$ cat config.mk
export PLATFORM = sky130hd
export DESIGN_NAME = gpio_irq_port
export DESIGN_NICKNAME = d
export VERILOG_FILES = /design/src/rtl/gpio_irq_pkg.sv /design/src/rtl/gpio_sync.sv /design/src/rtl/gpio_trig_detect.sv /design/src/rtl/gpio_int_status.sv /design/src/rtl/gpio_irq_port.sv
export SDC_FILE = /design/constraint.sdc
export NUM_CORES = 1
export LEC_CHECK = 0
export BUFFER_PORTS_ARGS = -buffer_cell sky130_fd_sc_hd__buf_2
export CORE_UTILIZATION = 39
export CTS_BUF_LIST = sky130_fd_sc_hd__clkbuf_4
export DETAILED_ROUTE_END_ITERATION = 8
export REMOVE_ABC_BUFFERS = 1
export SETUP_SLACK_MARGIN = 0.15
export SLEW_MARGIN = 20
export SYNTH_ARGS = -nofsm -noshare
export SYNTH_HDL_FRONTEND = slang
export SYNTH_SLANG_ARGS = --single-unit
export TNS_END_PERCENT = 10
$ cat constraint.sdc
create_clock -name clk -period 2.25 [get_ports clk]
set_input_delay 0.1125 -clock clk [delete_from_list [all_inputs] [get_ports clk]]
set_output_delay 0.1125 -clock clk [all_outputs]
set_load 0.02 [all_outputs]
$ cat src/rtl/gpio_irq_pkg.sv
package gpio_irq_pkg;

  localparam logic [7:0] OFF_DATA   = 8'h00;
  localparam logic [7:0] OFF_DIR    = 8'h04;
  localparam logic [7:0] OFF_PAD    = 8'h08;
  localparam logic [7:0] OFF_CFG_LO = 8'h0C;
  localparam logic [7:0] OFF_CFG_HI = 8'h10;
  localparam logic [7:0] OFF_MASK   = 8'h14;
  localparam logic [7:0] OFF_STAT   = 8'h18;
  localparam logic [7:0] OFF_BOTH   = 8'h1C;
  localparam logic [7:0] OFF_SET    = 8'h84;
  localparam logic [7:0] OFF_CLR    = 8'h88;
  localparam logic [7:0] OFF_TGL    = 8'h8C;

  localparam int unsigned PINS_PER_CFG = 16;

  typedef enum logic [1:0] {
    TRIG_LOW  = 2'd0,
    TRIG_HIGH = 2'd1,
    TRIG_RISE = 2'd2,
    TRIG_FALL = 2'd3
  } trig_e;

  // lowest bit of a pin's trigger field inside its configuration word
  function automatic int unsigned field_lsb(int unsigned pin);
    return (pin % PINS_PER_CFG) * 2;
  endfunction

  // does the current/previous sample pair fire this pin
  function automatic logic trig_hit(trig_e code, logic both, logic cur, logic prev);
    logic res;
    if (both) begin
      res = cur ^ prev;
    end else begin
      case (code)
        TRIG_LOW:  res = ~cur;
        TRIG_HIGH: res = cur;
        TRIG_RISE: res = cur & ~prev;
        default:   res = ~cur & prev;
      endcase
    end
    return res;
  endfunction

endpackage

$ cat src/rtl/gpio_sync.sv
module gpio_sync #(
  parameter int unsigned WIDTH  = 32,
  parameter int unsigned STAGES = 2
) (
  input  logic             clk,
  input  logic             rst_n,
  input  logic [WIDTH-1:0] d,
  output logic [WIDTH-1:0] q
);

  logic [WIDTH-1:0] stg_q [STAGES];

  always_ff @(posedge clk or negedge rst_n) begin
    if (!rst_n) begin
      for (int s = 0; s < STAGES; s++) stg_q[s] <= '0;
    end else begin
      stg_q[0] <= d;
      for (int s = 1; s < STAGES; s++) stg_q[s] <= stg_q[s-1];
    end
  end

  assign q = stg_q[STAGES-1];

  for (genvar s = 1; s < STAGES; s++) begin : g_chk
    // every stage is exactly one edge behind the one before it
    p_sync_shift_r10: assert property (@(posedge clk) disable iff (!rst_n)
      1'b1 |=> (stg_q[s] == $past(stg_q[s-1])));
  end

endmodule

$ cat src/rtl/gpio_trig_detect.sv
module gpio_trig_detect
  import gpio_irq_pkg::*;
#(
  parameter int unsigned NPINS = 32
) (
  input  logic               clk,
  input  logic               rst_n,
  input  logic [NPINS-1:0]   smp,
  input  logic [2*NPINS-1:0] codes,
  input  logic [NPINS-1:0]   both,
  output logic [NPINS-1:0]   evt
);

  logic [NPINS-1:0] prev_q;

  always_ff @(posedge clk or negedge rst_n) begin
    if (!rst_n) prev_q <= '0;
    else        prev_q <= smp;
  end

  for (genvar p = 0; p < NPINS; p++) begin : g_pin
    assign evt[p] = trig_hit(trig_e'(codes[2*p +: 2]), both[p], smp[p], prev_q[p]);

    // a steady level never fires a both-edges pin
    p_both_quiet_r6: assert property (@(posedge clk) disable iff (!rst_n)
      (both[p] && (smp[p] == prev_q[p])) |-> !evt[p]);
    // any change fires a both-edges pin whatever its code
    p_both_fire_r6: assert property (@(posedge clk) disable iff (!rst_n)
      (both[p] && (smp[p] != prev_q[p])) |-> evt[p]);
  end

endmodule

$ cat src/rtl/gpio_int_status.sv
module gpio_int_status #(
  parameter int unsigned NPINS = 32
) (
  input  logic             clk,
  input  logic             rst_n,
  input  logic [NPINS-1:0] evt,
  input  logic             clr_we,
  input  logic [NPINS-1:0] clr_mask,
  input  logic [NPINS-1:0] mask,
  output logic [NPINS-1:0] status,
  output logic             irq
);

  logic [NPINS-1:0] st_q;
  logic [NPINS-1:0] clr_eff;

  assign clr_eff = clr_we ? clr_mask : '0;

  always_ff @(posedge clk or negedge rst_n) begin
    if (!rst_n) st_q <= '0;
    else        st_q <= (st_q & ~clr_eff) | evt;
  end

  assign status = st_q;
  assign irq    = |(st_q & mask);

  // only a written 1 can drop a status bit
  p_sticky_r7: assert property (@(posedge clk) disable iff (!rst_n)
    1'b1 |=> ((($past(st_q) & ~$past(clr_eff)) & ~st_q) == '0));
  // an event always lands, even against a clear and with mask 0
  p_event_wins_r7: assert property (@(posedge clk) disable iff (!rst_n)
    1'b1 |=> (($past(evt) & ~st_q) == '0));
  // nothing enabled means no interrupt
  p_masked_quiet_r9: assert property (@(posedge clk) disable iff (!rst_n)
    (mask == '0) |-> !irq);
  // no pending status means no interrupt
  p_idle_quiet_r9: assert property (@(posedge clk) disable iff (!rst_n)
    (st_q == '0) |-> !irq);

endmodule

$ cat src/rtl/gpio_irq_port.sv
module gpio_irq_port
  import gpio_irq_pkg::*;
#(
  parameter int unsigned NPINS       = 32,
  parameter int unsigned AW          = 8,
  parameter int unsigned SYNC_STAGES = 2
) (
  input  logic             clk,
  input  logic             rst_n,
  input  logic [AW-1:0]    addr,
  input  logic             wr_en,
  input  logic [31:0]      wdata,
  output logic [31:0]      rdata,
  input  logic [NPINS-1:0] pad_in,
  output logic [NPINS-1:0] pad_out,
  output logic [NPINS-1:0] pad_oe,
  output logic             irq
);

  localparam int unsigned DW = 32;

  logic [NPINS-1:0] data_q, data_d, dir_q, mask_q, both_q;
  logic [DW-1:0]    cfg_lo_q, cfg_hi_q;
  logic [NPINS-1:0] pad_smp, evt, status;
  logic [2*NPINS-1:0] codes;

  // named write strobes
  logic wr_data, wr_dir, wr_cfg_lo, wr_cfg_hi, wr_mask, wr_stat, wr_both;
  logic wr_set, wr_clr, wr_tgl;
  assign wr_data   = wr_en && (addr == AW'(OFF_DATA));
  assign wr_dir    = wr_en && (addr == AW'(OFF_DIR));
  assign wr_cfg_lo = wr_en && (addr == AW'(OFF_CFG_LO));
  assign wr_cfg_hi = wr_en && (addr == AW'(OFF_CFG_HI));
  assign wr_mask   = wr_en && (addr == AW'(OFF_MASK));
  assign wr_stat   = wr_en && (addr == AW'(OFF_STAT));
  assign wr_both   = wr_en && (addr == AW'(OFF_BOTH));
  assign wr_set    = wr_en && (addr == AW'(OFF_SET));
  assign wr_clr    = wr_en && (addr == AW'(OFF_CLR));
  assign wr_tgl    = wr_en && (addr == AW'(OFF_TGL));

  always_comb begin
    data_d = data_q;
    if (wr_data)     data_d = wdata[NPINS-1:0];
    else if (wr_set) data_d = data_q | wdata[NPINS-1:0];
    else if (wr_clr) data_d = data_q & ~wdata[NPINS-1:0];
    else if (wr_tgl) data_d = data_q ^ wdata[NPINS-1:0];
  end

  always_ff @(posedge clk or negedge rst_n) begin
    if (!rst_n) begin
      data_q   <= '0;
      dir_q    <= '0;
      cfg_lo_q <= '0;
      cfg_hi_q <= '0;
      mask_q   <= '0;
      both_q   <= '0;
    end else begin
      data_q <= data_d;
      if (wr_dir)    dir_q    <= wdata[NPINS-1:0];
      if (wr_cfg_lo) cfg_lo_q <= wdata;
      if (wr_cfg_hi) cfg_hi_q <= wdata;
      if (wr_mask)   mask_q   <= wdata[NPINS-1:0];
      if (wr_both)   both_q   <= wdata[NPINS-1:0];
    end
  end

  // gather each pin's trigger field from the word that holds it
  for (genvar p = 0; p < NPINS; p++) begin : g_code
    if (p < PINS_PER_CFG) begin : g_lo
      assign codes[2*p +: 2] = cfg_lo_q[field_lsb(p) +: 2];
    end else begin : g_hi
      assign codes[2*p +: 2] = cfg_hi_q[field_lsb(p) +: 2];
    end
  end

  gpio_sync #(.WIDTH(NPINS), .STAGES(SYNC_STAGES)) u_sync (
    .clk(clk), .rst_n(rst_n), .d(pad_in), .q(pad_smp)
  );

  gpio_trig_detect #(.NPINS(NPINS)) u_detect (
    .clk(clk), .rst_n(rst_n), .smp(pad_smp), .codes(codes),
    .both(both_q), .evt(evt)
  );

  gpio_int_status #(.NPINS(NPINS)) u_status (
    .clk(clk), .rst_n(rst_n), .evt(evt), .clr_we(wr_stat),
    .clr_mask(wdata[NPINS-1:0]), .mask(mask_q), .status(status), .irq(irq)
  );

  always_comb begin
    rdata = '0;
    case (addr)
      AW'(OFF_DATA):   rdata = DW'(data_q);
      AW'(OFF_DIR):    rdata = DW'(dir_q);
      AW'(OFF_PAD):    rdata = DW'(pad_smp);
      AW'(OFF_CFG_LO): rdata = cfg_lo_q;
      AW'(OFF_CFG_HI): rdata = cfg_hi_q;
      AW'(OFF_MASK):   rdata = DW'(mask_q);
      AW'(OFF_STAT):   rdata = DW'(status);
      AW'(OFF_BOTH):   rdata = DW'(both_q);
      default:         rdata = '0;
    endcase
  end

  assign pad_out = data_q;
  assign pad_oe  = dir_q;

  // set alias leaves every written bit high
  p_set_alias_r3: assert property (@(posedge clk) disable iff (!rst_n)
    wr_set |=> ((pad_out & $past(wdata[NPINS-1:0])) == $past(wdata[NPINS-1:0])));
  // clear alias leaves every written bit low
  p_clr_alias_r3: assert property (@(posedge clk) disable iff (!rst_n)
    wr_clr |=> ((pad_out & $past(wdata[NPINS-1:0])) == '0));
  // toggle alias inverts written bits and keeps the rest
  p_tgl_alias_r3: assert property (@(posedge clk) disable iff (!rst_n)
    wr_tgl |=> (pad_out == ($past(pad_out) ^ $past(wdata[NPINS-1:0]))));
  // alias addresses read as zero
  p_alias_read_zero_r3: assert property (@(posedge clk) disable iff (!rst_n)
    ((addr == AW'(OFF_SET)) || (addr == AW'(OFF_CLR)) || (addr == AW'(OFF_TGL)))
      |-> (rdata == '0));
  // direction only moves on a direction write
  p_dir_hold_r2: assert property (@(posedge clk) disable iff (!rst_n)
    !wr_dir |=> $stable(pad_oe));

endmodule

# Yosys cells after proc, flatten, opt, wreduce, memory -nomap -nowiden
# Index checks and enable logic that the tools add are counted.
[op_classes]
add_sub_neg = 0
n_mul = 0
div_mod_pow = 0
order_cmp = 0
eq_ne = 74
n_shift = 0
mux = 70
bitwise_logic = 168
reduce_logical = 45
[op_table]
columns = ["operator", "count"]
rows = [
  ["one-hot mux 32 bit (8 select lines)", 1],
  ["two-way mux 32 bit", 5],
  ["bitwise AND 32 bit", 3],
  ["one-hot mux 1 bit (3 select lines)", 32],
  ["bitwise AND 1 bit", 64],
  ["equality test 2 x 1 -> 1 bit, second input constant", 32],
  ["equality test 2 bit, second input constant", 32],
  ["zero test 2 bit", 32],
  ["NOT 1 bit", 64],
  ["NOT 32 bit", 2],
  ["bitwise OR 32 bit", 2],
  ["equality test 8 x 5 -> 1 bit, second input constant", 4],
  ["two-way mux 1 bit", 32],
  ["OR reduction 32 bit", 1],
  ["XOR 1 bit", 32],
  ["XOR 32 bit", 1],
  ["equality test 8 bit, second input constant", 3],
  ["equality test 8 x 4 -> 1 bit, second input constant", 2],
  ["logical AND 1 bit", 10],
  ["equality test 8 x 3 -> 1 bit, second input constant", 1],
  ["zero test 8 bit", 1],
  ["nonzero test 4 bit", 1],
]
[totals]
register_bits = 320
latchBits = 0
ram_bits = 0
mem_bits_ro = 0
in_bits = 75
output_inout_bits = 97
n_memories = 0

# Depth between registers and ports, before layout
[logic_depth]
ltp_word = 6
depth_mapped = 7
mapped_depth_nobuf = 6

# Cells and area by module
# A second synthesis with hierarchy kept.
[unflattened]
hier_cells = 1524
area_unflattened_um2 = 17320.4
[by_module_without_submodules]
columns = ["mod", "instances", "cells_each", "area_each_um2"]
rows = [
  ["gpio_irq_port", 1, 956, 10855.4],
  ["gpio_trig_detect", 1, 352, 3283.1],
  ["gpio_sync", 1, 96, 1841.8],
  ["gpio_int_status", 1, 120, 1340.0],
]

# Worst setup path before layout
# Ideal clock, no wire load.
[synth_timing]
kind = "input-to-output"
from = "in addr[2]"
to = "out rdata[10]"
t_arrival_ps = 1679
required_ps = 2138
setup_slack_ps = 459
stages = 6
path_buffers = 3
cell_sequence = "buf_6 > buf_2 > buf_2 > mux4_2 > a22oi_1 > o21ai_0"
[synth_via]
elab_chain_cells = 2
[synth_rtl]
columns = ["element", "line", "rtl"]
rows = [
  ["start: declaration", "gpio_irq_port.sv:10", "input logic [AW-1:0] addr,"],
  ["equality test 8 x 5 -> 1 bit (tied with other cells)", "gpio_irq_port.sv:92", "case (addr)"],
  ["one-hot mux 32 bit (8 select lines) *", "gpio_irq_port.sv:92", ""],
  ["end: declaration", "gpio_irq_port.sv:13", "output logic [31:0] rdata,"],
]
# Every way passes the cells marked *; elsewhere a longest branch is shown, timed or not.

# Worst setup path after layout
[layout_timing]
from = "reg mask_q[4]"
to = "out irq"
[layout_via]
elab_chain_cells = 2
[layout_rtl]
columns = ["element", "line", "rtl"]
rows = [
  ["start: declaration", "gpio_irq_port.sv:22", "logic [NPINS-1:0] data_q, data_d, dir_q, mask_q, both_q;"],
  ["start signal: assignment", "gpio_irq_port.sv:62", "if (wr_mask) mask_q <= wdata[NPINS-1:0];"],
  ["bitwise AND 32 bit", "gpio_int_status.sv:25", "assign irq = |(st_q & mask);"],
  ["OR reduction 32 bit", "gpio_int_status.sv:25", ""],
  ["end: declaration", "gpio_irq_port.sv:17", "output logic irq"],
]
# Every way passes these cells.

==> results by group <==
Status
  – Status: finished, violations left
  – Failing checks: negative setup slack

Clock network
  – Clock transition at path regs: 60 ps
  – CTS tree: done
  – Clock Path Buffers: 3
  – Cts bufs inserted: 90
  – CTS H-Tree Depth: 3
  – Clk root buf: clkbuf_4
  – Worst-Skew Late Latency: 840 ps
  – Num Clock Sinks: 320

GRT
  – Initial antenna violation count: 3
  – Global-route wire length before repair: 80,300 microns
  – Vias in the first global route: 13,291
  – Largest net degree at the start of global routing: 67
  – GRT Total Usage: 24.3%
  – Total grt overflow: 0

Worst hold path
  – Worst Hold Path EP: pad_out[1]
  – Hold Crit Start: addr[0]
  – HP Class: in2reg
  – Hold depth: 6

Timing
  – Max Slew Vio Count: 0
  – Hold Vio Cnt, Final: 0
  – Tcrit/Tclk final: 112%
  – Fin crit period: 2530 ps
  – Worst setup margin: -276 ps
  – RSZ-0062 raised after global routing: true
  – Clock Skew: 63.7 ps
  – Slew at the pin closest to its max-slew limit: 593 ps
  – Final Setup Violations: 12
  – Max Clk Rate: 396 MHz
  – Final hold slack: 106 ps
  – Slew margin rel.: 60.4%

Routing
  – Total Wirelength: 52,400 microns
  – Met2 WL: 25,000 microns
  – Iter 0 DRT Violations: 795
  – Met3 routed WL: 3060 microns
  – Final ANT Viol Nets: 0
  – Via density: 5.35
  – Remaining DRCs: 0
  – DRT Pass-1 Iters: 5
  – DR vias: 12,768
  – Met1 WL: 22,600 microns
  – Highest metal used: met4
  – WL per Instance: 22.0 microns

Setup path
  – Crit path max-delay family: simple AND/OR/NAND/NOR gates
  – R2R depth: 6
  – CP max stage delay: 580 ps
  – Slowest stage cell, crit path: or4_4
  – CP Class: reg2out
  – Capture point of the worst reg-to-reg path: u_status.status[0]
  – Crit end category: output pin
  – Max FO, Critical Path: 3
  – Crit-path cells: a22oi_2 > nand4_1 > or4_4 > buf_6
  – FF-to-FF setup slack: 790 ps
  – Worst EP arrival: 2410 ps
  – Crit Reg-Reg Startpoint: u_sync.q[0]
  – CP required: 2140 ps
  – Worst Setup Start Kind: register
  – Worst Path Buf+Inv: 1

Place
  – Detail Placement HPWL: 36,000 microns
  – Area after DPL: 18,800 sq um
  – PortBufs: 171
  – Gpl congestion: 0.871
  – Placed Cells: 2,116

Floorplan
  – Die width: 211 microns
  – Row cnt: 76
  – Die Span Y: 211 microns
  – I/O pin count: 172
  – Area of the core region: 43,000 sq um
  – Die ar.: 44,300 sq um
  – Initial Util: 39.5%

Yosys
  – Post-synth top area share: 47.2%
  – Synth area leaders: dfrtp_1 47%, mux2_2 10%, ha_1 9.4%, mux4_2 6.9%, mux2i_1 4.2%
  – Largest area contributor in the netlist: dfrtp_1
  – Synthesized area: 17,000 sq um
  – FF+latch count, synth: 320
  – Syn_area_per_cell: 12.4 sq um
  – Post-synth ARST share: 100%
  – Commonest cells in the netlist: 320 x dfrtp_1, 157 x mux2_2, 129 x inv_1, 128 x ha_1, 94 x nand2_1
  – Yosys cell types: 48
  – Most common cell in the netlist: dfrtp_1
  – Post-synth EDFFs: 0
  – Sequential area share after synthesis: 47.2%
  – Syn Inst Count: 1,366
  – Synth Flop Type: dfrtp_1
  – Syn. warnings: 0

Final layout
  – Layout cells sized above 1: 39.7%
  – Nets@finish: 1,940
  – Area of the multi-input gates: 8230 sq um
  – Fin cells: 2,387
  – Final instance area: 21,400 sq um
  – Sequential cell area: 8070 sq um
  – Area Growth Syn to Fin: 26.0%
  – Final Util: 49.7%
  – Fillers: 3,904

Power
  – Leakage: 10.1 nW
  – Max VDD drop: 0.507 mV
  – Final Power: 0.0146 W
  – Pwr dens: 681 nW/um^2

Flow run
  – Max cap viols: 0
[layout make-up]
type	instances	share of cell area (%)
multi-input cells	851	38.5
flip-flops and latches	320	37.7
repair buffers	345	12.6
clock buffers	135	4.74
well taps	585	3.42
inverters	129	2.26
clock inverters	20	0.737
diodes	2	0.0234
[worst reg2reg max path, cell delays in order, from the launching register on]
cell and delay (ps):
dfrtp_2 430, buf_4 160, ha_1 190, mux2i_1 120, mux2i_1 80, o21ai_0 240
nand2_1 80
[per-stage QoR]
stage,setup TNS [ps],setup slack [ps]
after floorplan,-57260,-1110
after global placement,0,269
after detailed placement,0,270
after CTS,-2720,-364
after global routing,-3340,-370
final,-795,-276
[how the worst max path moves through the flow]
stage	endpoint	cells after the start	slack, ps	start
2_1_floorplan	pad_oe[11]	3	-1110	addr[3]
3_3_place_gp	rdata[10]	7	270	addr[7]
3_5_place_dp	rdata[10]	7	270	addr[7]
4_1_cts	irq	4	-360	u_status.status[4]
5_1_grt	irq	4	-370	mask_q[4]
6_report	irq	4	-280	mask_q[4]
[routing by layer]
| metal | vias to the layer above | GRT usage, % |
|---|---|---|
| met3 | 102 | 5.39 |
| met1 | 6550 | 31.8 |
| met5 | - | 0 |
| met2 | 422 | 39.1 |
| met4 | 0 | 9.60 |
| li1 | 5694 | - |
[timing repair]
action | 4_1_cts | 5_1_grt
hold endpoints to repair | 576 | 0
setup buffers | 7 | 1
gates resized for setup | 65 | 35
pin swaps | 14 | 12
hold buffers | 106 | 0
setup endpoints to repair | 33 | 33
[cell usage in the layout, fill, tap and decap left out, types with 6 or more instances in the layout]
cell type,count
ha_1,128
inv_1,129
nand2b_1,7
clkbuf_4,135
mux2_1,6
nor2_1,13
dfrtp_1,270
buf_6,11
nor3_1,32
buf_4,58
clkinv_1,12
a21oi_1,16
a22oi_2,11
buf_12,14
dlygate4sd3_1,106
nand2_1,91
o2bb2ai_1,32
mux2_2,157
o221a_2,32
mux2i_1,71
a22o_1,10
o21ai_1,10
o211ai_1,7
dfrtp_2,50
mux4_2,52
o21ai_0,86
xor2_1,30
a22oi_1,8
buf_2,155
[cells by family (layout without fill, tap and decap cells)]
| family | after synthesis | after routing | synth area share (%) |
|---|---|---|---|
| XOR/XNOR | 31 | 31 | 1.60 |
| flip-flops | 320 | 320 | 47.2 |
| AND/OR/NAND/NOR | 178 | 178 | 5.36 |
| AO/OA/AOI/OAI | 228 | 228 | 9.43 |
| multiplexers | 286 | 286 | 21.9 |
| buffers and inverters | 195 | 629 | 5.06 |
| adder cells (fa/ha/maj) | 128 | 128 | 9.44 |
| other | 0 | 2 | 0 |
[sequential cells by signal, summed over array words and instances, names as in the netlist]
signal	cells
both_q	32
u_detect.prev_q	32
cfg_lo_q	32
pad_out	32
cfg_hi_q	32
u_status.status	32
u_sync.q	32
u_sync.stg_q	32
pad_oe	32
mask_q	32
[power breakdown]
part           internal [W]  switching (W)
Clock               0.00306        0.00257
Combinational       0.00115        0.00119
Sequential          0.00612       0.000468
(Power assumes the default switching activity.)
